`src/rtl/crtsc_pkg.sv`:
```
package crtsc_pkg;
  typedef enum logic [2:0] {
    OP_RD_CR   = 3'd0,
    OP_WR_CR   = 3'd1,
    OP_LOAD_SW = 3'd2,
    OP_RD_TS   = 3'd3,
    OP_RD_TSX  = 3'd4,
    OP_RD_PC   = 3'd5
  } op_e;

  typedef enum logic [1:0] {
    FLT_NONE = 2'd0,
    FLT_GP   = 2'd1,
    FLT_UD   = 2'd2
  } fault_e;

  localparam int TS_GATE_BIT = 2;
  localparam int PC_GATE_BIT = 8;
  localparam int PRIO_CRN    = 8;
endpackage

```
`src/rtl/crtsc_gate.sv`:
```
module crtsc_gate
  import crtsc_pkg::*;
(
  input  logic [2:0] op,
  input  logic [1:0] cpl,
  input  logic       ts_gate,
  input  logic       pc_gate,
  output logic [1:0] fault
);
  logic user_lvl;
  assign user_lvl = (cpl != 2'd0);

  always_comb begin
    fault = FLT_NONE;
    case (op)
      OP_RD_TS, OP_RD_TSX: if (ts_gate && user_lvl) fault = FLT_GP;
      OP_RD_PC:            fault = (pc_gate && user_lvl) ? FLT_GP : FLT_UD;
      default:             fault = FLT_NONE;
    endcase
  end
endmodule

```
`src/rtl/crtsc_regfile.sv`:
```
module crtsc_regfile
  import crtsc_pkg::*;
#(
  parameter int XLEN  = 32,
  parameter int CRN_W = 4,
  parameter int PRI_W = 4
) (
  input  logic             clk,
  input  logic             rst,
  input  logic             wr_en,
  input  logic             sw_en,
  input  logic [CRN_W-1:0] crn,
  input  logic [XLEN-1:0]  wdata,
  input  logic             vmode,
  input  logic [PRI_W-1:0] pri_ext,
  output logic [XLEN-1:0]  rdata,
  output logic [XLEN-1:0]  cr0,
  output logic [XLEN-1:0]  cr4,
  output logic [PRI_W-1:0] pri_shadow
);
  localparam int NREG = 1 << CRN_W;

  logic [XLEN-1:0] cr3;
  logic [XLEN-1:0] gen_q [NREG];
  logic            dedicated;

  assign dedicated = (crn == CRN_W'(0)) || (crn == CRN_W'(3)) ||
                     (crn == CRN_W'(4)) || (crn == CRN_W'(PRIO_CRN));

  always_ff @(posedge clk) begin
    if (rst) begin
      cr0        <= '0;
      cr3        <= '0;
      cr4        <= '0;
      pri_shadow <= '0;
    end else if (sw_en) begin
      cr0 <= (cr0 & ~XLEN'(32'hE)) | (wdata & XLEN'(32'hF));
    end else if (wr_en) begin
      case (crn)
        CRN_W'(0):        cr0        <= wdata;
        CRN_W'(3):        cr3        <= wdata;
        CRN_W'(4):        cr4        <= wdata;
        CRN_W'(PRIO_CRN): pri_shadow <= wdata[PRI_W-1:0];
        default: ;
      endcase
    end
  end

  for (genvar g = 0; g < NREG; g++) begin : g_gen
    always_ff @(posedge clk) begin
      if (rst)
        gen_q[g] <= '0;
      else if (wr_en && !dedicated && crn == CRN_W'(g))
        gen_q[g] <= wdata;
    end
  end

  always_comb begin
    case (crn)
      CRN_W'(0):        rdata = cr0;
      CRN_W'(3):        rdata = cr3;
      CRN_W'(4):        rdata = cr4;
      CRN_W'(PRIO_CRN): rdata = XLEN'(vmode ? pri_shadow : pri_ext);
      default:          rdata = gen_q[crn];
    endcase
  end
endmodule

```
`src/rtl/crtsc_stamp.sv`:
```
module crtsc_stamp #(
  parameter int TS_W  = 64,
  parameter int AUX_W = 32
) (
  input  logic             clk,
  input  logic             rst,
  input  logic             cfg_wr,
  input  logic             cfg_sel,
  input  logic [TS_W-1:0]  cfg_wdata,
  output logic [TS_W-1:0]  stamp,
  output logic [AUX_W-1:0] aux
);
  logic [TS_W-1:0] cnt_q;
  logic [TS_W-1:0] ofs_q;

  always_ff @(posedge clk) begin
    if (rst) begin
      cnt_q <= '0;
      ofs_q <= '0;
      aux   <= '0;
    end else begin
      cnt_q <= cnt_q + TS_W'(1);
      if (cfg_wr && !cfg_sel) ofs_q <= cfg_wdata;
      if (cfg_wr &&  cfg_sel) aux   <= cfg_wdata[AUX_W-1:0];
    end
  end

  assign stamp = cnt_q + ofs_q;
endmodule

```
`src/rtl/crtsc_unit.sv`:
```
module crtsc_unit
  import crtsc_pkg::*;
#(
  parameter int XLEN  = 32,
  parameter int CRN_W = 4,
  parameter int PRI_W = 4,
  parameter int TS_W  = 64
) (
  input  logic             clk,
  input  logic             rst,
  input  logic             req_valid,
  input  logic [2:0]       req_op,
  input  logic [CRN_W-1:0] req_crn,
  input  logic [XLEN-1:0]  req_wdata,
  input  logic [1:0]       req_cpl,
  input  logic             vintr_mode,
  input  logic [PRI_W-1:0] tpr_ext_rdata,
  output logic             tpr_ext_wr,
  output logic [PRI_W-1:0] tpr_ext_wdata,
  input  logic             cfg_wr,
  input  logic             cfg_sel,
  input  logic [TS_W-1:0]  cfg_wdata,
  output logic             rsp_valid,
  output logic [XLEN-1:0]  rsp_data,
  output logic [TS_W/2-1:0] rsp_eax,
  output logic [TS_W/2-1:0] rsp_edx,
  output logic [TS_W/2-1:0] rsp_ecx,
  output logic [1:0]       rsp_fault
);
  localparam int HALF = TS_W / 2;

  logic [XLEN-1:0]  crf_rdata;
  logic [XLEN-1:0]  cr0_w;
  logic [XLEN-1:0]  cr4_w;
  logic [PRI_W-1:0] shadow_w;
  logic [TS_W-1:0]  stamp_w;
  logic [HALF-1:0]  aux_w;
  logic [1:0]       fault_w;
  logic             wr_go, sw_go, fwd_go;

  assign wr_go  = req_valid && (req_op == OP_WR_CR);
  assign sw_go  = req_valid && (req_op == OP_LOAD_SW);
  assign fwd_go = wr_go && (req_crn == CRN_W'(PRIO_CRN)) && !vintr_mode;

  crtsc_regfile #(.XLEN(XLEN), .CRN_W(CRN_W), .PRI_W(PRI_W)) u_regs (
    .clk(clk), .rst(rst), .wr_en(wr_go), .sw_en(sw_go), .crn(req_crn),
    .wdata(req_wdata), .vmode(vintr_mode), .pri_ext(tpr_ext_rdata),
    .rdata(crf_rdata), .cr0(cr0_w), .cr4(cr4_w), .pri_shadow(shadow_w)
  );

  crtsc_stamp #(.TS_W(TS_W), .AUX_W(HALF)) u_stamp (
    .clk(clk), .rst(rst), .cfg_wr(cfg_wr), .cfg_sel(cfg_sel),
    .cfg_wdata(cfg_wdata), .stamp(stamp_w), .aux(aux_w)
  );

  crtsc_gate u_gate (
    .op(req_op), .cpl(req_cpl), .ts_gate(cr4_w[TS_GATE_BIT]),
    .pc_gate(cr4_w[PC_GATE_BIT]), .fault(fault_w)
  );

  logic [XLEN-1:0] nx_data;
  logic [HALF-1:0] nx_eax, nx_edx, nx_ecx;

  always_comb begin
    nx_data = '0;
    nx_eax  = '0;
    nx_edx  = '0;
    nx_ecx  = '0;
    if (fault_w == FLT_NONE) begin
      case (req_op)
        OP_RD_CR: nx_data = crf_rdata;
        OP_RD_TS: begin
          nx_eax = stamp_w[HALF-1:0];
          nx_edx = stamp_w[TS_W-1:HALF];
        end
        OP_RD_TSX: begin
          nx_eax = stamp_w[HALF-1:0];
          nx_edx = stamp_w[TS_W-1:HALF];
          nx_ecx = aux_w;
        end
        default: ;
      endcase
    end
  end

  always_ff @(posedge clk) begin
    if (rst) begin
      rsp_valid     <= 1'b0;
      rsp_data      <= '0;
      rsp_eax       <= '0;
      rsp_edx       <= '0;
      rsp_ecx       <= '0;
      rsp_fault     <= FLT_NONE;
      tpr_ext_wr    <= 1'b0;
      tpr_ext_wdata <= '0;
    end else begin
      rsp_valid  <= req_valid;
      tpr_ext_wr <= fwd_go;
      if (fwd_go) tpr_ext_wdata <= req_wdata[PRI_W-1:0];
      if (req_valid) begin
        rsp_data  <= nx_data;
        rsp_eax   <= nx_eax;
        rsp_edx   <= nx_edx;
        rsp_ecx   <= nx_ecx;
        rsp_fault <= fault_w;
      end
    end
  end
endmodule

```
`config.mk`:
```
export PLATFORM = sky130hd
export DESIGN_NAME = crtsc_unit
export DESIGN_NICKNAME = d
export VERILOG_FILES = /design/src/rtl/crtsc_pkg.sv /design/src/rtl/crtsc_gate.sv /design/src/rtl/crtsc_regfile.sv /design/src/rtl/crtsc_stamp.sv /design/src/rtl/crtsc_unit.sv
export SDC_FILE = /design/constraint.sdc
export NUM_CORES = 2
export LEC_CHECK = 0
export CELL_PAD_IN_SITES_DETAIL_PLACEMENT = 1
export CELL_PAD_IN_SITES_GLOBAL_PLACEMENT = 1
export CORE_ASPECT_RATIO = 1.25
export CORE_MARGIN = 1.5
export CORE_UTILIZATION = 34
export DETAILED_ROUTE_END_ITERATION = 10
export PLACE_DENSITY_LB_ADDON = 0.12
export SYNTH_ARGS = -nofsm -noshare
export SYNTH_HDL_FRONTEND = slang
export SYNTH_SLANG_ARGS = --single-unit
export TNS_END_PERCENT = 100
```
`constraint.sdc`:
```
create_clock -name clk -period 4.7 [get_ports clk]
set_input_delay 0.705 -clock clk [delete_from_list [all_inputs] [get_ports clk]]
set_output_delay 0.705 -clock clk [all_outputs]
set_load 0.05 [all_outputs]
```
Yosys cells after proc, flatten, opt, wreduce, memory -nomap -nowiden --
Memory sizes are Yosys's and may differ from the RTL's. Index checks and enable logic that the tools add are counted.
Storage, ports and cells: flip-flop bits (word level) 396, bits in writable memories 512, output and inout bits 136, logic and storage cells 180, memories kept 1
Cells by class: add/sub/neg operators 2, eq/ne operators 20, multiplexer cells 82, bitwise logic cells 18, reductions and logical operators 42
Memories:
- u_regs.gen_q | depth 16, bits a word 32, rd ports 1, clocked after Yosys merged registers in 0, write ports 16, RTL line crtsc_regfile.sv:24 | logic [XLEN-1:0] gen_q [NREG];
Operators by type and width (number):
- 2-to-1 mux 32 bit | 27
- case mux 32 bit (4 select lines) | 1
- adder 64 x 1 -> 64 bit (second input constant) | 1
- adder 64 bit | 1
- 2-to-1 mux 1 bit | 51
- equality test 4 bit (second input constant) | 8
- OR 32 x 4 -> 32 bit | 1
- logical AND 1 bit | 25
- equality test 4 x 3 -> 1 bit (second input constant) | 4
- OR 1 bit | 16
- AND reduction 3 bit | 3
- equality test 4 x 2 -> 1 bit (second input constant) | 2
- equality test 3 x 2 -> 1 bit (second input constant) | 2
- equality test 3 bit (second input constant) | 2
- nonzero test 2 bit | 3
- equality test 4 x 1 -> 1 bit (second input constant) | 1
- logical NOT 4 bit | 1
- 2-to-1 mux 4 bit | 1
- case mux 2 bit (2 select lines) | 1
- equality test 3 x 1 -> 1 bit (second input constant) | 1
- logical NOT 1 bit | 3
- logical NOT 3 bit | 1
- logical OR 1 bit | 3
- logical NOT 2 bit | 1
- other kinds (4) | 4

Logic depth before layout (Yosys ltp) --
depth after elaboration 11, depth in mapped cells 13

Hierarchy --
From an unflattened synthesis, not the netlist that was laid out.
Unflattened totals: cells, all modules 3709, area total of the unflattened synthesis 40416.3 um2
Modules (own cells, without submodules):
- crtsc_regfile | instances 1, cells each 1918, area each 25730.9 um2
- crtsc_stamp | instances 1, cells each 1314, area each 9839.4 um2
- crtsc_unit | instances 1, cells each 469, area each 4789.6 um2
- crtsc_gate | instances 1, cells each 8, area each 56.3 um2

Worst setup path after synthesis --
Ideal clock, no wire load.
kind input port to flip-flop, start input req_crn[0], end memory u_regs.gen_q[5][0], enable pin, setup time 0.428 ns, arrival 3.599 ns, required time 4.272 ns, setup slack 0.673 ns, stages on the path 6, path buffers 2, cells stage by stage clkbuf_1 buf_2 nor2_1 a21oi_1 nand4b_1 o21bai_1
RTL lines:
- start: declaration | RTL line crtsc_unit.sv:13 | input logic [CRN_W-1:0] req_crn,
- end: declaration | RTL line crtsc_regfile.sv:24

Final worst setup path --
start register u_stamp.cnt_q[20], end register rsp_edx[26]
Between the ends: cells in the longest elaborated chain, start to end 3
RTL lines:
- start: declaration | RTL line crtsc_stamp.sv:13 | logic [TS_W-1:0] cnt_q;
- start signal: assignment | RTL line crtsc_stamp.sv:22 | cnt_q <= cnt_q + TS_W'(1);
- adder 64 bit | RTL line crtsc_stamp.sv:28 | assign stamp = cnt_q + ofs_q;
- 2-to-1 mux 32 bit | RTL line crtsc_unit.sv:70 | case (req_op)
- 2-to-1 mux 32 bit | RTL line crtsc_unit.sv:69 | if (fault_w == FLT_NONE) begin
- end signal: assignment | RTL line crtsc_unit.sv:103 | rsp_edx <= nx_edx;
- end: declaration | RTL line crtsc_unit.sv:26 | output logic [TS_W/2-1:0] rsp_edx,
Every way passes these cells. A chain may end at the register's enable or synchronous reset.

==> impl_summary.log <==
[metrics] ys async rst share: 0
[metrics] aggregate global routing overflow: 0
[metrics] maximum VDD drop: 248 uV
[metrics] WHS Path Cells: 2
[metrics] die height: 388 um
[metrics] routability-driven placement congestion ratio: 0.873
[metrics] sinks on the clock net: 908
[metrics] later-pin clock latency in the skew report: 0.71 ns
[metrics] global router's overall resource usage: 0.211
[metrics] leakage power: 0.0172 uW
[metrics] areal power density over the cells: 372 nW/um2
[metrics] ranking of synthesized cells by area: sky130_fd_sc_hd__edfxtp_1, sky130_fd_sc_hd__dfxtp_1, sky130_fd_sc_hd__mux4_2, sky130_fd_sc_hd__and2_1, sky130_fd_sc_hd__nand2_1
[metrics] Avg Cell Area, Syn: 11.4 um2
[metrics] pin count of the biggest net entering global routing: 169
[metrics] drt first-iter violations: 1865
[metrics] number of cells traversed by the worst register-to-register path: 11
[metrics] via-per-instance ratio: 5.13
[metrics] number of cells after detailed placement: 5310
[metrics] Die Span X: 311 um
[metrics] sum of net half-perimeters after detailed placement: 87000 um
[metrics] area share of the largest cell type after synthesis: 0.381
[metrics] PostCTS Resize Cnt: 0
[metrics] Boundary Pins: 251
[metrics] Slew headroom: 0.198
[metrics] portion of the post-synthesis area used by sequential elements: 0.578
[metrics] synthesized area: 40300 um2
[metrics] max-cap check violation count: 0
[metrics] htree depth: 3
[metrics] number of antenna violations at the first check in global routing: 9
[metrics] transition time of the tightest slew-check pin: 1.17 ns
[metrics] Initial Utilization: 0.342
[metrics] clock tree buffer depth: 3
[metrics] final net count: 4019
[metrics] number of pins exceeding their max-slew limit in the final report: 0
[metrics] result of the run: finished, final reports clean
[metrics] count of mapped cells out of synthesis: 3528
[metrics] total die area: 121000 um2
[metrics] post-synthesis cell type with the largest combined area: sky130_fd_sc_hd__edfxtp_1
[metrics] #FFs+latches synth: 908
[metrics] number of unique standard cell types used by synthesis: 72
[metrics] final antenna diode count: 0
[metrics] CTS root buf: sky130_fd_sc_hd__clkbuf_16
[metrics] total setup violations reported at the end of the flow: 0
[metrics] area of the core: 118000 um2
[metrics] final critical delay including setup and external delays: 4.36 ns
[metrics] Remaining DRCs: 0
[metrics] Fin. Hold Viols: 0
[metrics] antenna-violating nets left: 0
[metrics] final routed wirelength across all metal layers: 128000 um
[metrics] EDFF count, synth: 512
[metrics] Avg WL per Cell: 23.3 um
[metrics] TritonRoute pass-1 iters: 5
[metrics] unrepaired setup endpoints after global routing: false
[metrics] worst-case register-to-register setup slack: 0.34 ns
[metrics] arrival time of the worst setup path: 4.95 ns
[metrics] layout cell share with drive strength beyond 1: 0.117
[metrics] final std cells w/o fill: 5495
[metrics] required time reported for the critical path endpoint: 5.29 ns
[metrics] number of synthesis warnings: 0
[metrics] CTS tree: built
[metrics] CP Max Fanout: 7
[metrics] Total Neg Setup Slack: 0 ns
[metrics] Site Rows: 141
[metrics] Inserted Clock Buffers: 100
[metrics] crit path kind: reg -> reg
[metrics] routed via count: 28210
[metrics] clock edge transition at the registers on the reported setup and hold paths: 0.06 ns
[metrics] top achievable clock speed: 229 MHz
[metrics] startpoint types: register
[metrics] count of input and output buffers: 250
[metrics] Setup crit end kind: register
[metrics] CTS Hold Buffers Added: 0
[metrics] wire length of the first global-routing pass: 192000 um
[metrics] Min-Delay Path Class: reg -> reg
[metrics] vias in the first global route: 29921
[metrics] number of setup buffers added after CTS: 0
[metrics] share of the clock period used by the worst path: 0.928
[metrics] top flip-flop cell by instance count after synthesis: sky130_fd_sc_hd__edfxtp_1
[metrics] clock skew after layout: 0.0301 ns
[metrics] synth-to-layout area growth: 20.6%
power by group:
group / switching [uW] / internal [uW]
combinational: 760 / 499
sequential: 112 / 8700
clock: 3410 / 4580
metal layers:
| layer | GRT usage | share of wire |
|---|---|---|
| met1 | 0.259 | 0.42 |
| met2 | 0.375 | 0.51 |
| met3 | 0.0290 | 0.040 |
| met4 | 0.0765 | 0.032 |
| met5 | 0 | 0.00032 |
registers in the layout, indices dropped and copies added, names as in the netlist:
name               count
u_regs.cr4            32
rsp_eax               32
rsp_fault              2
u_stamp.aux           32
u_regs.cr0            32
u_regs.pri_shadow      4
rsp_data              32
rsp_ecx               32
u_regs.cr3            32
u_regs.gen_q         512
u_stamp.ofs_q         64
tpr_ext_wdata          4
rsp_valid              1
tpr_ext_wr             1
u_stamp.cnt_q         64
rsp_edx               32
worst max-delay path, stage by stage (launching register included):
cell	delay (ns)
sky130_fd_sc_hd__dfxtp_1	0.38
sky130_fd_sc_hd__ha_1	0.46
sky130_fd_sc_hd__and2_1	0.24
sky130_fd_sc_hd__o21ai_0	0.12
sky130_fd_sc_hd__a2111oi_0	1.04
sky130_fd_sc_hd__nand2_1	0.19
sky130_fd_sc_hd__a31oi_1	0.62
sky130_fd_sc_hd__o21ai_1	0.31
sky130_fd_sc_hd__o31ai_1	0.40
sky130_fd_sc_hd__a311o_1	0.30
sky130_fd_sc_hd__xnor2_1	0.13
sky130_fd_sc_hd__o21ai_0	0.08
metrics by stage:
step / cell area, um2 / hold slack [ns] / util / setup WS, ns / total power [uW]
3_3_place_gp: 45300 / 0.435 / 0.385 / 0.557 / 10300
6_report: 48600 / 0.449 / 0.413 / 0.338 / 18100
5_1_grt: 48600 / 0.455 / 0.413 / 0.334 / 18700
2_1_floorplan: 40800 / 0.433 / - / 0.673 / 9680
4_1_cts: 48600 / 0.414 / 0.413 / 0.473 / 18300
3_5_place_dp: 45300 / 0.444 / 0.385 / 0.500 / 10300
cell type report:
class / count / area [um2]
fill: 12635 / 69200
tap: 1573 / 1970
clock buffer: 135 / 2800
sequential: 908 / 23300
multi-input combinational: 2454 / 16600
inverter: 30 / 113
timing repair buffer: 345 / 3330
clock inverter: 50 / 500
cell families after synthesis:
family | synth area share
AO/OA/AOI/OAI | 0.0993
XOR/XNOR | 0.0224
adder cells (fa/ha/maj) | 0.0204
buffers and inverters | 0.0274
flip-flops | 0.578
multiplexers | 0.0931
other | 0.0000930
AND/OR/NAND/NOR | 0.159
layout by cell type (no fill, tap or decap), types with 35 or more instances in the layout:
cell                              netlist  final
sky130_fd_sc_hd__a22o_1                35     35
sky130_fd_sc_hd__dfxtp_1              396    396
sky130_fd_sc_hd__nand2_1              549    549
sky130_fd_sc_hd__nor2_1               179    169
sky130_fd_sc_hd__clkdlybuf4s50_1        0    245
sky130_fd_sc_hd__o21ai_0               88     88
sky130_fd_sc_hd__clkbuf_16              0    104
sky130_fd_sc_hd__buf_4                  1     86
sky130_fd_sc_hd__edfxtp_1             512    512
sky130_fd_sc_hd__conb_1                 1    128
sky130_fd_sc_hd__xor2_1                57     57
sky130_fd_sc_hd__ha_1                  64     64
sky130_fd_sc_hd__and2_1               398    399
sky130_fd_sc_hd__mux4_2               160    160
sky130_fd_sc_hd__xnor2_1               46     46
sky130_fd_sc_hd__nand3_1               38     38
sky130_fd_sc_hd__a21oi_1              351    350
Yosys cell counts, types with 4 or more instances:
master and n:
sky130_fd_sc_hd__nor2_1 179, sky130_fd_sc_hd__a22o_1 35, sky130_fd_sc_hd__and2_1 398, sky130_fd_sc_hd__or3_1 23
sky130_fd_sc_hd__edfxtp_1 512, sky130_fd_sc_hd__a22oi_1 24, sky130_fd_sc_hd__clkbuf_1 240, sky130_fd_sc_hd__or2_2 8
sky130_fd_sc_hd__o211ai_1 6, sky130_fd_sc_hd__a21o_1 32, sky130_fd_sc_hd__a21oi_1 351, sky130_fd_sc_hd__a21boi_0 4
sky130_fd_sc_hd__nand4_1 33, sky130_fd_sc_hd__a221oi_1 6, sky130_fd_sc_hd__mux4_2 160, sky130_fd_sc_hd__xor2_1 57
sky130_fd_sc_hd__o21a_1 11, sky130_fd_sc_hd__a31oi_1 11, sky130_fd_sc_hd__nor3_1 31, sky130_fd_sc_hd__mux2i_1 15
sky130_fd_sc_hd__nand2_1 549, sky130_fd_sc_hd__buf_1 20, sky130_fd_sc_hd__xnor2_1 46, sky130_fd_sc_hd__inv_1 29
sky130_fd_sc_hd__nor2b_1 9, sky130_fd_sc_hd__ha_1 64, sky130_fd_sc_hd__nand2b_1 11, sky130_fd_sc_hd__a211oi_1 9
sky130_fd_sc_hd__dfxtp_1 396, sky130_fd_sc_hd__nor4_1 4, sky130_fd_sc_hd__and3_1 13, sky130_fd_sc_hd__and4_1 4
sky130_fd_sc_hd__o21ai_0 88, sky130_fd_sc_hd__o21bai_1 22, sky130_fd_sc_hd__o31ai_1 8, sky130_fd_sc_hd__nand3_1 38
sky130_fd_sc_hd__nor3b_1 5, sky130_fd_sc_hd__a222oi_1 28
final timing paths:
check                                                  start                  endpoint
worst min-delay path                rsp_edx[15]$_SDFFE_PP0P_  rsp_edx[15]$_SDFFE_PP0P_
worst max register to register  u_stamp.cnt_q[20]$_SDFF_PP0_  rsp_edx[26]$_SDFFE_PP0P_
worst max-delay path            u_stamp.cnt_q[20]$_SDFF_PP0_  rsp_edx[26]$_SDFFE_PP0P_
worst min register to register      rsp_edx[15]$_SDFFE_PP0P_  rsp_edx[15]$_SDFFE_PP0P_
Note: power is estimated with default switching activity, not from simulation.
